<file path="src/rtl/dic_pkg.sv">
package dic_pkg;
   localparam int LINES = 8;
   localparam int LVL_W = $clog2(LINES);
   localparam int NONE  = LINES;

   typedef enum logic [2:0] {
      REG_MASK = 3'd0,
      REG_BASE = 3'd1,
      REG_CTRL = 3'd2,
      REG_CMD  = 3'd3,
      REG_PEND = 3'd4,
      REG_SERV = 3'd5
   } reg_e;

   // lowest set index, NONE when empty
   function automatic logic [LVL_W:0] first_set(input logic [LINES-1:0] v);
      logic [LVL_W:0] r;
      r = LVL_W'(0) + (LVL_W+1)'(NONE);
      for (int i = LINES-1; i >= 0; i--)
         if (v[i]) r = (LVL_W+1)'(i);
      return r;
   endfunction
endpackage

</file>
<file path="src/rtl/dic_decode.sv">
module dic_decode #(
   parameter int ADDR_W   = 8,
   parameter int SIZE_W   = 2,
   parameter int CTL_BIT  = 7,
   parameter int TRG_BIT  = 6
) (
   input  logic [ADDR_W-1:0] io_addr,
   input  logic [SIZE_W-1:0] io_size,
   input  logic              io_wr,
   input  logic              io_rd,
   output logic [1:0]        ctl_wr,
   output logic [1:0]        ctl_rd,
   output logic [1:0]        trg_wr,
   output logic [1:0]        trg_rd,
   output logic [2:0]        reg_sel
);
   logic byte_ok, is_trg, side;
   logic [ADDR_W-1:0] unused_addr;

   assign unused_addr = io_addr;
   assign byte_ok = (io_size == '0);
   assign is_trg  = io_addr[TRG_BIT];
   assign side    = is_trg ? io_addr[0] : io_addr[CTL_BIT];
   assign reg_sel = io_addr[2:0];

   always_comb begin
      ctl_wr = '0; ctl_rd = '0; trg_wr = '0; trg_rd = '0;
      if (byte_ok) begin
         if (is_trg) begin
            trg_wr[side] = io_wr;
            trg_rd[side] = io_rd;
         end else begin
            ctl_wr[side] = io_wr;
            ctl_rd[side] = io_rd;
         end
      end
   end
endmodule

</file>
<file path="src/rtl/dic_ctrl.sv">
module dic_ctrl
   import dic_pkg::*;
#(
   parameter bit              UPSTREAM  = 1'b0,
   parameter logic [LINES-1:0] TRIG_MASK = '1,
   parameter int              CASC      = 2
) (
   input  logic             clk,
   input  logic             rst_n,
   input  logic [LINES-1:0] lines,
   input  logic             casc_in,
   input  logic             clr_casc,
   input  logic             wr,
   input  logic             rd,
   input  logic [2:0]       reg_sel,
   input  logic [7:0]       wdata,
   input  logic             trg_wr,
   input  logic             ack,
   output logic             req,
   output logic [LVL_W-1:0] lvl,
   output logic             poll_hit,
   output logic [7:0]       rdata,
   output logic [LINES-1:0] imr_o,
   output logic [LINES-1:0] irr_o,
   output logic [LINES-1:0] isr_o,
   output logic [LINES-1:0] trig_o,
   output logic [7-LVL_W:0] base_o
);
   logic [LINES-1:0] imr_q, irr_q, isr_q, trig_q, last_q;
   logic [LINES-1:0] irr_c, isr_c, isr_eff, pend;
   logic [7-LVL_W:0] base_q;
   logic             sfn_q, poll, unused_in;
   logic [LVL_W:0]   p, c, top_srv;

   assign unused_in = casc_in ^ clr_casc ^ lines[CASC];

   assign pend = irr_q & ~imr_q;
   assign p    = first_set(pend);

   generate
      if (UPSTREAM) begin : g_up
         always_comb begin
            isr_eff = isr_q;
            if (sfn_q) isr_eff[CASC] = 1'b0;
         end
      end else begin : g_down
         assign isr_eff = isr_q;
      end
   endgenerate

   assign c        = first_set(isr_eff);
   assign top_srv  = first_set(isr_q);
   assign req      = !p[LVL_W] && (p < c);
   assign lvl      = p[LVL_W-1:0];
   assign poll     = rd && (reg_sel == REG_CMD);
   assign poll_hit = poll && req;

   always_comb begin
      for (int i = 0; i < LINES; i++) begin
         if (UPSTREAM && i == CASC)
            irr_c[i] = irr_q[i] | casc_in;
         else if (trig_q[i])
            irr_c[i] = lines[i];
         else
            irr_c[i] = irr_q[i] | (lines[i] & ~last_q[i]);
      end
      isr_c = isr_q;
      if (ack && req) begin
         isr_c[lvl] = 1'b1;
         if (!trig_q[lvl]) irr_c[lvl] = 1'b0;
      end
      if (poll_hit) begin
         irr_c[lvl] = 1'b0;
         isr_c[lvl] = 1'b0;
      end
      if (wr && reg_sel == REG_CMD) begin
         if (wdata[3] && !top_srv[LVL_W]) isr_c[top_srv[LVL_W-1:0]] = 1'b0;
         if (wdata[4]) isr_c[wdata[LVL_W-1:0]] = 1'b0;
      end
      if (UPSTREAM && clr_casc) begin
         irr_c[CASC] = 1'b0;
         isr_c[CASC] = 1'b0;
      end
   end

   always_ff @(posedge clk) begin
      if (!rst_n) begin
         imr_q <= '0; irr_q <= '0; isr_q <= '0; trig_q <= '0;
         last_q <= '0; base_q <= '0; sfn_q <= 1'b0;
      end else begin
         irr_q  <= irr_c;
         isr_q  <= isr_c;
         last_q <= lines;
         if (trg_wr) trig_q <= wdata & TRIG_MASK;
         if (wr) begin
            case (reg_sel)
               REG_MASK: imr_q  <= wdata;
               REG_BASE: base_q <= wdata[7:LVL_W];
               REG_CTRL: sfn_q  <= wdata[0];
               default: ;
            endcase
         end
      end
   end

   always_comb begin
      case (reg_sel)
         REG_MASK: rdata = imr_q;
         REG_BASE: rdata = {base_q, {LVL_W{1'b0}}};
         REG_CTRL: rdata = {7'b0, sfn_q};
         REG_CMD:  rdata = req ? {1'b1, {(7-LVL_W){1'b0}}, lvl} : 8'h00;
         REG_PEND: rdata = irr_q;
         REG_SERV: rdata = isr_q;
         default:  rdata = 8'h00;
      endcase
   end

   assign imr_o  = imr_q;
   assign irr_o  = irr_q;
   assign isr_o  = isr_q;
   assign trig_o = trig_q;
   assign base_o = base_q;
endmodule

</file>
<file path="src/rtl/dic_cascade.sv">
module dic_cascade
   import dic_pkg::*;
#(
   parameter int              ADDR_W      = 8,
   parameter int              SIZE_W      = 2,
   parameter int              CTL_BIT     = 7,
   parameter int              TRG_BIT     = 6,
   parameter int              CASC_PIN    = 2,
   parameter logic [LINES-1:0] M_TRIG_MASK = 8'hF8,
   parameter logic [LINES-1:0] S_TRIG_MASK = 8'hDE
) (
   input  logic                 clk,
   input  logic                 rst_n,
   input  logic [2*LINES-1:0]   irq_in,
   input  logic [ADDR_W-1:0]    io_addr,
   input  logic [SIZE_W-1:0]    io_size,
   input  logic                 io_wr,
   input  logic                 io_rd,
   input  logic [7:0]           io_wdata,
   output logic [7:0]           io_rdata,
   input  logic                 int_ack,
   output logic                 int_req,
   output logic [7:0]           int_vec
);
   localparam logic [LVL_W-1:0] SPUR = LVL_W'(LINES-1);

   generate
      if (CASC_PIN >= LINES) begin : g_bad_casc
         $error("cascade pin outside controller");
      end
      if (M_TRIG_MASK[CASC_PIN] != 1'b0) begin : g_bad_mask
         $error("cascade slot must stay edge triggered");
      end
      if (CTL_BIT >= ADDR_W || TRG_BIT >= ADDR_W || CTL_BIT == TRG_BIT) begin : g_bad_addr
         $error("address select bits invalid");
      end
   endgenerate

   logic [1:0]       ctl_wr, ctl_rd, trg_wr, trg_rd;
   logic [2:0]       reg_sel;
   logic             m_req, s_req, m_poll, s_poll, s_ack;
   logic [LVL_W-1:0] m_lvl, s_lvl;
   logic [7:0]       m_rdata, s_rdata;
   logic [LINES-1:0] m_imr, m_irr, m_isr, m_trig, s_imr, s_irr, s_isr, s_trig;
   logic [7-LVL_W:0] m_base, s_base;

   dic_decode #(.ADDR_W(ADDR_W), .SIZE_W(SIZE_W), .CTL_BIT(CTL_BIT), .TRG_BIT(TRG_BIT)) i_dec (
      .io_addr(io_addr), .io_size(io_size), .io_wr(io_wr), .io_rd(io_rd),
      .ctl_wr(ctl_wr), .ctl_rd(ctl_rd), .trg_wr(trg_wr), .trg_rd(trg_rd), .reg_sel(reg_sel));

   assign s_ack = int_ack && m_req && (m_lvl == LVL_W'(CASC_PIN));

   dic_ctrl #(.UPSTREAM(1'b1), .TRIG_MASK(M_TRIG_MASK), .CASC(CASC_PIN)) i_up (
      .clk(clk), .rst_n(rst_n), .lines(irq_in[LINES-1:0]), .casc_in(s_req), .clr_casc(s_poll),
      .wr(ctl_wr[0]), .rd(ctl_rd[0]), .reg_sel(reg_sel), .wdata(io_wdata), .trg_wr(trg_wr[0]),
      .ack(int_ack), .req(m_req), .lvl(m_lvl), .poll_hit(m_poll), .rdata(m_rdata),
      .imr_o(m_imr), .irr_o(m_irr), .isr_o(m_isr), .trig_o(m_trig), .base_o(m_base));

   dic_ctrl #(.UPSTREAM(1'b0), .TRIG_MASK(S_TRIG_MASK), .CASC(CASC_PIN)) i_dn (
      .clk(clk), .rst_n(rst_n), .lines(irq_in[2*LINES-1:LINES]), .casc_in(1'b0), .clr_casc(1'b0),
      .wr(ctl_wr[1]), .rd(ctl_rd[1]), .reg_sel(reg_sel), .wdata(io_wdata), .trg_wr(trg_wr[1]),
      .ack(s_ack), .req(s_req), .lvl(s_lvl), .poll_hit(s_poll), .rdata(s_rdata),
      .imr_o(s_imr), .irr_o(s_irr), .isr_o(s_isr), .trig_o(s_trig), .base_o(s_base));

   logic [4*LINES+1:0] unused_view;
   assign unused_view = {s_imr, s_irr, s_isr, m_poll, m_imr[0]};

   assign int_req = m_req;

   always_ff @(posedge clk) begin
      if (!rst_n) begin
         int_vec  <= 8'h00;
         io_rdata <= 8'h00;
      end else begin
         if (int_ack) begin
            if (!m_req)
               int_vec <= {m_base, SPUR};
            else if (m_lvl == LVL_W'(CASC_PIN))
               int_vec <= {s_base, s_req ? s_lvl : SPUR};
            else
               int_vec <= {m_base, m_lvl};
         end
         if (trg_rd[0])      io_rdata <= m_trig;
         else if (trg_rd[1]) io_rdata <= s_trig;
         else if (ctl_rd[0]) io_rdata <= m_rdata;
         else if (ctl_rd[1]) io_rdata <= s_rdata;
         else if (io_rd)     io_rdata <= 8'h00;
      end
   end
endmodule

</file>
<file path="config.mk">
export PLATFORM = sky130hd
export DESIGN_NAME = dic_cascade
export DESIGN_NICKNAME = d
export VERILOG_FILES = /design/src/rtl/dic_pkg.sv /design/src/rtl/dic_decode.sv /design/src/rtl/dic_ctrl.sv /design/src/rtl/dic_cascade.sv
export SDC_FILE = /design/constraint.sdc
export NUM_CORES = 1
export LEC_CHECK = 0
export ABC_AREA = 1
export BUFFER_PORTS_ARGS = -buffer_cell sky130_fd_sc_hd__buf_4
export CORE_MARGIN = 2
export CORE_UTILIZATION = 31
export CTS_BUF_LIST = sky130_fd_sc_hd__clkbuf_8
export DETAILED_ROUTE_END_ITERATION = 16
export HOLD_SLACK_MARGIN = 0.03
export PLACE_DENSITY_LB_ADDON = 0.08
export SYNTH_ARGS = -nofsm -noshare
export SYNTH_HDL_FRONTEND = slang
export SYNTH_SLANG_ARGS = --single-unit
export TNS_END_PERCENT = 1
</file>
<file path="constraint.sdc">
create_clock -name clk -period 5.58 [get_ports clk]
set_clock_uncertainty 0.1 [all_clocks]
set_input_delay 1.116 -clock clk [delete_from_list [all_inputs] [get_ports clk]]
set_output_delay 1.116 -clock clk [all_outputs]
set_load 0.01 [all_outputs]
</file>
==> results of run 1 <==
==> cells by family (layout without fill, tap and decap cells) <==
logic type / Yosys count / in the layout / share of synthesized area [%]
adders and majority gates: 5 / 5 / 1.103
DFF: 102 / 102 / 35.99
buffers and inverters: 160 / 211 / 10.83
AOI/OAI and AO/OA: 219 / 219 / 22.54
and+or+nand+nor: 379 / 379 / 29.55
==> placed cells by master (no fill, tap or decap), types with 6 or more instances in the layout <==
cell and count:
a211oi_1 6, nand2_2 7, o31ai_1 7, o21ai_1 9
dfxtp_1 102, nand4_1 6, a221oi_1 7, o21ai_0 85
nor2_1 121, o22ai_1 12, nand3_1 31, a21oi_1 68
inv_1 134, nor3_1 16, clkbuf_8 9, inv_2 7
buf_4 52, nand2_1 169
==> power groups by stage <==
stage	clock, µW	combinational [µW]	sequential, µW
6_report	524	627	806
5_1_grt	574	698	811
4_1_cts	545	629	806
3_5_place_dp	0	626	823
3_3_place_gp	0	628	822
2_1_floorplan	0	444	817
==> registers in the layout (all words and copies together), names as in the netlist, 8 cells and up <==
signal       cells
io_rdata         8
i_dn.irr_o       8
i_dn.imr_o       8
i_dn.last_q      8
i_up.irr_o       8
i_dn.isr_o       8
int_vec          8
i_up.isr_o       8
i_up.imr_o       8
==> layer usage <==
layer | track usage [%] | part of all wire (%) | up-vias
li1 | - | - | 2929
met1 | 27.93 | 47 | 2632
met2 | 34.80 | 48 | 117
met3 | 3.338 | 3.9 | 11
met4 | 4.094 | 0.74 | 0
met5 | 0 | 0 | -
==> area by class of cell <==
type	instances	area share, %
Timing Repair Buffer	52	6.014
Multi-Input combinational cell	603	46.49
Clock buffer	9	1.908
Tap cell	229	4.414
Inverter	143	8.346
Clock inverter	7	1.369
Sequential cell	102	31.46
==> final timing paths <==
check,cells after the start,to,slack [ns],start
max,10,int_req,2.12,i_up.imr_o[6]$_SDFFE_PN0P_
min,2,int_vec[7]$_SDFFE_PN0P_,0.37,int_vec[7]$_SDFFE_PN0P_
max reg2reg,12,i_dn.irr_o[7]$_SDFF_PN0_,2.71,i_dn.imr_o[3]$_SDFFE_PN0P_
min reg2reg,2,int_vec[7]$_SDFFE_PN0P_,0.37,int_vec[7]$_SDFFE_PN0P_
==> through the flow <==
stage / hold WS (ns) / util (%) / power, µW / instance area (µm²)
after detailed placement: 0.3599 / 34.95 / 1449 / 6279
final: 0.3710 / 36.14 / 1957 / 6491
after CTS: 0.3759 / 36.14 / 1981 / 6491
after global placement: 0.3591 / 34.95 / 1451 / 6279
after global routing: 0.4034 / 36.14 / 2083 / 6491
after floorplan: 0.3391 / - / 1261 / 5674
==> worst max-delay path, cell delays in order, from the launching register on <==
cell and delay, ns:
dfxtp_1 0.31, inv_1 0.11, nand2_1 0.08, o21ai_1 0.11
nand3_1 0.20, a21oi_4 0.29, ha_1 0.28, nand2_1 0.08
nand2_2 0.08, a21boi_4 0.17, buf_4 0.14
==> results.py, run 1 <==
metrics = {
    "run_status": {
        "status": "complete, no violations",
    },
    "yosys": {
        "ys_warn_count": 0,
        "synth_edf_count": 0,
        "yosysTopAreaCell": "dfxtp_1",
        "synthFlopType": "dfxtp_1",
        "synth.distinct_cells": 53,
        "synthTopCellsByCount": "nand2_1 (169), inv_1 (132), nor2_1 (121)",
        "ys_seq_elements": 102,
        "synth_area_leaders": "dfxtp_1 (36%), nand2_1 (11%), inv_1 (8.7%)",
        "synth_seq_area_share_pct": 35.99,
        "synth.most_common_cell": "nand2_1",
        "async_flop_share_pct": 0,
        "syn_avg_cell_area_um2": 6.560,
        "synthCells": 865,
        "netlist_area_um2": 5674,
        "synth_top_cell_area_share_pct": 35.99,
        "syn-num-nets": 909,
    },
    "floorplanning": {
        "num_rows": 49,
        "core-area_um2": 17960,
        "die_h_um": 139.3,
        "die_width_um": 139.3,
        "dieArea_um2": 19400,
        "start_util_pct": 31.59,
        "io_pins": 56,
    },
    "timing": {
        "setup_violations": 0,
        "relSlewSlack_pct": 45.58,
        "finalHoldViolations": 0,
        "fin_setup_tns_ns": 0,
        "tightest_slew_ns": 0.8163,
        "finalMaxSlewViolations": 0,
        "fin_crit_ns": 3.456,
        "worst_slack_ns": 2.124,
        "fmax_mhz": 289.3,
        "finalCritPeriodShare_pct": 61.94,
        "rsz0062_at_grt": "no",
    },
    "clock_network": {
        "clk_pin_slew_ns": 0.10,
        "root_buffer": "clkbuf_8",
        "clkLatencyLatePin_ns": 0.39,
        "cts.path.max_buffers": 2,
        "post_cts_buffers": 0,
        "cts_tree": "done",
        "cts_buffers": 9,
        "htree_levels": 3,
        "cts.repair.resized": 0,
        "postCtsHoldBufs": 0,
        "cts_sinks": 102,
    },
    "pwr": {
        "clock_power_share_pct": 26.8,
        "powerDensity_nw_per_um2": 301.5,
        "p_leak_uw": 0.002835,
        "pwr-share-seq_pct": 41.2,
        "swShare_pct": 37.34,
        "intPower_uw": 1226,
        "pwr-share-comb_pct": 32.0,
        "p_sw_uw": 730.7,
        "ir_drop_v": 0.0001136,
    },
    "place": {
        "place.gp.congestion": 0.8955,
        "portBuffers": 51,
        "preCtsSetupSlack_ns": 2.143,
        "dp.cells": 1129,
        "dp_hpwl_mm": 15.49,
    },
    "critical_path": {
        "startpoint_type": "flip-flop",
        "required_ns": 4.36,
        "worstPathArrival_ns": 2.24,
        "endpoint_kind": "output pin",
        "worstPathMaxFanout": 6,
        "crit_type": "flip-flop to output pin",
    },
    "routing": {
        "post_drt_wl_per_cell_um": 17.42,
        "routed_via_density": 4.969,
        "initialDrtViolationCount": 425,
        "drt_pass1_iterations": 5,
        "routed_wl_mm": 19.95,
        "final_antenna_net_count": 0,
        "drc": 0,
        "vias": 5689,
    },
    "finish": {
        "multi_input_area_um2": 3018,
        "diodes": 0,
        "syn2layout_area_growth_pct": 14.40,
        "fillers": 2052,
        "drive_gt1_share_pct": 12.01,
        "seq_area_um2": 2042,
        "nets": 955,
        "finalNonFillerCells": 1145,
    },
    "global_route": {
        "grt_first_pass_wirelength_mm": 30.82,
        "grt_overflow_total": 0,
        "grt_max_degree": 79,
        "grt_pass1_vias": 5336,
        "track_usage_pct": 20.61,
        "antenna_found_initial": 0,
    },
    "min_path": {
        "hold_path.class": "flip-flop to flip-flop",
    },
    "run": {
        "cap_violations": 0,
    },
}
(Power assumes the default switching activity.)
==> inputs of run 2 (changes only) <==
==> constraint.sdc (replaced) <==
create_clock -name clk -period 3.1 [get_ports clk]
set_clock_uncertainty 0.1 [all_clocks]
set_input_delay 0.62 -clock clk [delete_from_list [all_inputs] [get_ports clk]]
set_output_delay 0.62 -clock clk [all_outputs]
set_load 0.01 [all_outputs]
==> run 2 against run 1 <==
Global-route usage grew 0.53 points. Non-clock buffer count grew 23. Utilization grew 0.98 points. Worst hold slack lost 0.079 ns. Critical path type unchanged. Die area is the same. First-iteration DRC count shrank 10%.
==> results.py, run 2 (synthesized netlist as in run 1, its figures left out) <==
metrics = {
    "run_status": {
        "status": "complete, no violations",
    },
    "timing": {
        "fin_crit_ns": 2.947,
        "setup_violations": 0,
        "fmax_mhz": 339.3,
        "finalMaxSlewViolations": 0,
        "relSlewSlack_pct": 66.95,
        "finalCritPeriodShare_pct": 95.07,
        "tightest_slew_ns": 0.4924,
        "hold_ws_ns": 0.2924,
        "rsz0062_at_grt": "no",
        "fin_setup_tns_ns": 0,
        "finalHoldViolations": 0,
    },
    "pwr": {
        "p_sw_uw": 1357,
        "pwr-share-seq_pct": 41.2,
        "intPower_uw": 2162,
        "ir_drop_v": 0.0002648,
        "pwr-share-comb_pct": 33.3,
        "powerDensity_nw_per_um2": 527.9,
        "p_leak_uw": 0.002937,
        "swShare_pct": 38.57,
        "clock_power_share_pct": 25.5,
    },
    "routing": {
        "final_antenna_net_count": 0,
        "routed_wl_mm": 20.38,
        "post_drt_wl_per_cell_um": 17.44,
        "drt_pass1_iterations": 5,
        "drc": 0,
        "vias": 5726,
        "initialDrtViolationCount": 382,
        "routed_via_density": 4.902,
    },
    "clock_network": {
        "post_cts_buffers": 0,
        "cts.repair.resized": 0,
        "root_buffer": "clkbuf_8",
        "htree_levels": 3,
        "postCtsHoldBufs": 0,
        "cts_sinks": 102,
        "cts.path.max_buffers": 2,
        "clk_pin_slew_ns": 0.10,
        "cts_buffers": 9,
        "cts_tree": "done",
        "clkLatencyLatePin_ns": 0.41,
    },
    "critical_path": {
        "crit_buf_inv": 2,
        "required_ns": 2.38,
        "critical_path.top_delay_family": "simple AND/OR/NAND/NOR gates",
        "endpoint_kind": "output pin",
        "crit_start": "i_up.imr_o[4]$_SDFFE_PN0P_",
        "cp_common_cell": "nor2_1",
        "worstPathMaxFanout": 3,
        "path_cells": "or2_1, nand2_1, nor2_1, inv_1, nor2_1, ha_1, a21boi_2, a21boi_4, buf_4",
        "r2r-start": "i_up.imr_o[4]$_SDFFE_PN0P_",
        "cp_slowest_cell": "dfxtp_1",
        "r2r_setup_slack_ns": 0.33,
        "worstPathArrival_ns": 2.23,
        "slowest_delay_ns": 0.39,
        "crit_type": "flip-flop to output pin",
        "startpoint_type": "flip-flop",
    },
    "global_route": {
        "grt_max_degree": 36,
        "use_met1_pct": 28.30,
        "grt_pass1_vias": 5558,
        "busiest_layer": "met2",
        "grt_overflow_total": 0,
        "grt_util_met2_pct": 35.40,
        "grt_first_pass_wirelength_mm": 31.43,
        "met3_usage_pct": 3.304,
        "track_usage_pct": 21.14,
        "antenna_found_initial": 0,
    },
    "floorplanning": {
        "num_rows": 49,
        "dieArea_um2": 19400,
        "die_h_um": 139.3,
        "start_util_pct": 31.59,
        "io_pins": 56,
        "core-area_um2": 17960,
        "die_width_um": 139.3,
    },
    "finish": {
        "final_util_pct": 37.11,
        "syn2layout_area_growth_pct": 17.49,
        "final_common_cell": "nand2_1",
        "nets": 978,
        "drive_gt1_share_pct": 14.38,
        "diodes": 0,
        "layout_common_cells": "nand2_1 (169), inv_1 (133), nor2_1 (121)",
    },
    "min_path": {
        "hold_path.class": "primary input to flip-flop",
        "hp-start": "irq_in[1]",
    },
    "place": {
        "portBuffers": 51,
        "place.gp.congestion": 0.8786,
        "dp_hpwl_mm": 16.00,
    },
    "run": {
        "cap_violations": 0,
    },
}
## run 2: cell types whose count changed in the layout (fill, tap and decap cells not counted)
cell / change
buf_4: +22
clkinvlp_4: +2
a211oi_1: -1
a211oi_2: +1
buf_12: +1
bufinv_16: -1
clkinv_2: -1
clkinv_4: +1
inv_1: -1
## run 2: metrics by stage
| stage | area, µm² | instances | power, µW | setup slack [ns] |
|---|---|---|---|---|
| floorplan | 5674 | 865 | 2269 | 0.7772 |
| global placement | 6464 | 1152 | 2652 | 0.3151 |
| detailed placement | 6464 | 1152 | 2648 | 0.2941 |
| CTS | 6661 | 1168 | 3551 | 0.1285 |
| global route | 6666 | 1168 | 3742 | 0.01453 |
| finish | 6666 | 1168 | 3519 | 0.1529 |
## run 2: final timing paths
check / end / cells after the start
setup / recovery: int_req / 9
hold / removal: i_up.last_q[1]$_SDFF_PN0_ / 3
setup reg to reg: i_up.irr_o[1]$_SDFF_PN0_ / 13
hold reg to reg: io_rdata[2]$_SDFFE_PN0P_ / 2
## run 2: worst reg2reg max path, cell delays in order, from the launching register on
cell and delay (ns):
dfxtp_1 0.39, or2_1 0.16, nand2_1 0.06, nor2_1 0.19, inv_1 0.07, nor2_1 0.18, ha_1 0.26, a21boi_2 0.18
nand2_2 0.11, nand3_1 0.10, nor2_1 0.24, nand2_1 0.22, o21ai_0 0.31, nor3_1 0.07
## run 2: final cells by class
| type | count | area [µm²] |
|---|---|---|
| Clock buffer | 9 | 123.9 |
| Clock inverter | 7 | 73.82 |
| Fill cell | 1999 | 11300 |
| Inverter | 143 | 541.8 |
| Multi-Input combinational cell | 603 | 3023 |
| Sequential cell | 102 | 2042 |
| Tap cell | 229 | 286.5 |
| Timing Repair Buffer | 75 | 575.6 |
## run 2: power by group through the flow
stage          combinational [µW]  clock, µW  sequential [µW]
6_report                     1170        899             1450
2_1_floorplan                 798          0             1470
4_1_cts                      1170        927             1450
3_5_place_dp                 1170          0             1480
5_1_grt                      1310        979             1460
3_3_place_gp                 1170          0             1480
## run 2: layer usage
| layer | vias up | share of wire, % |
|---|---|---|
| li1 | 2970 | - |
| met1 | 2630 | 48 |
| met2 | 103 | 47 |
| met3 | 23 | 3.6 |
| met4 | 0 | 1.9 |
| met5 | - | 0 |
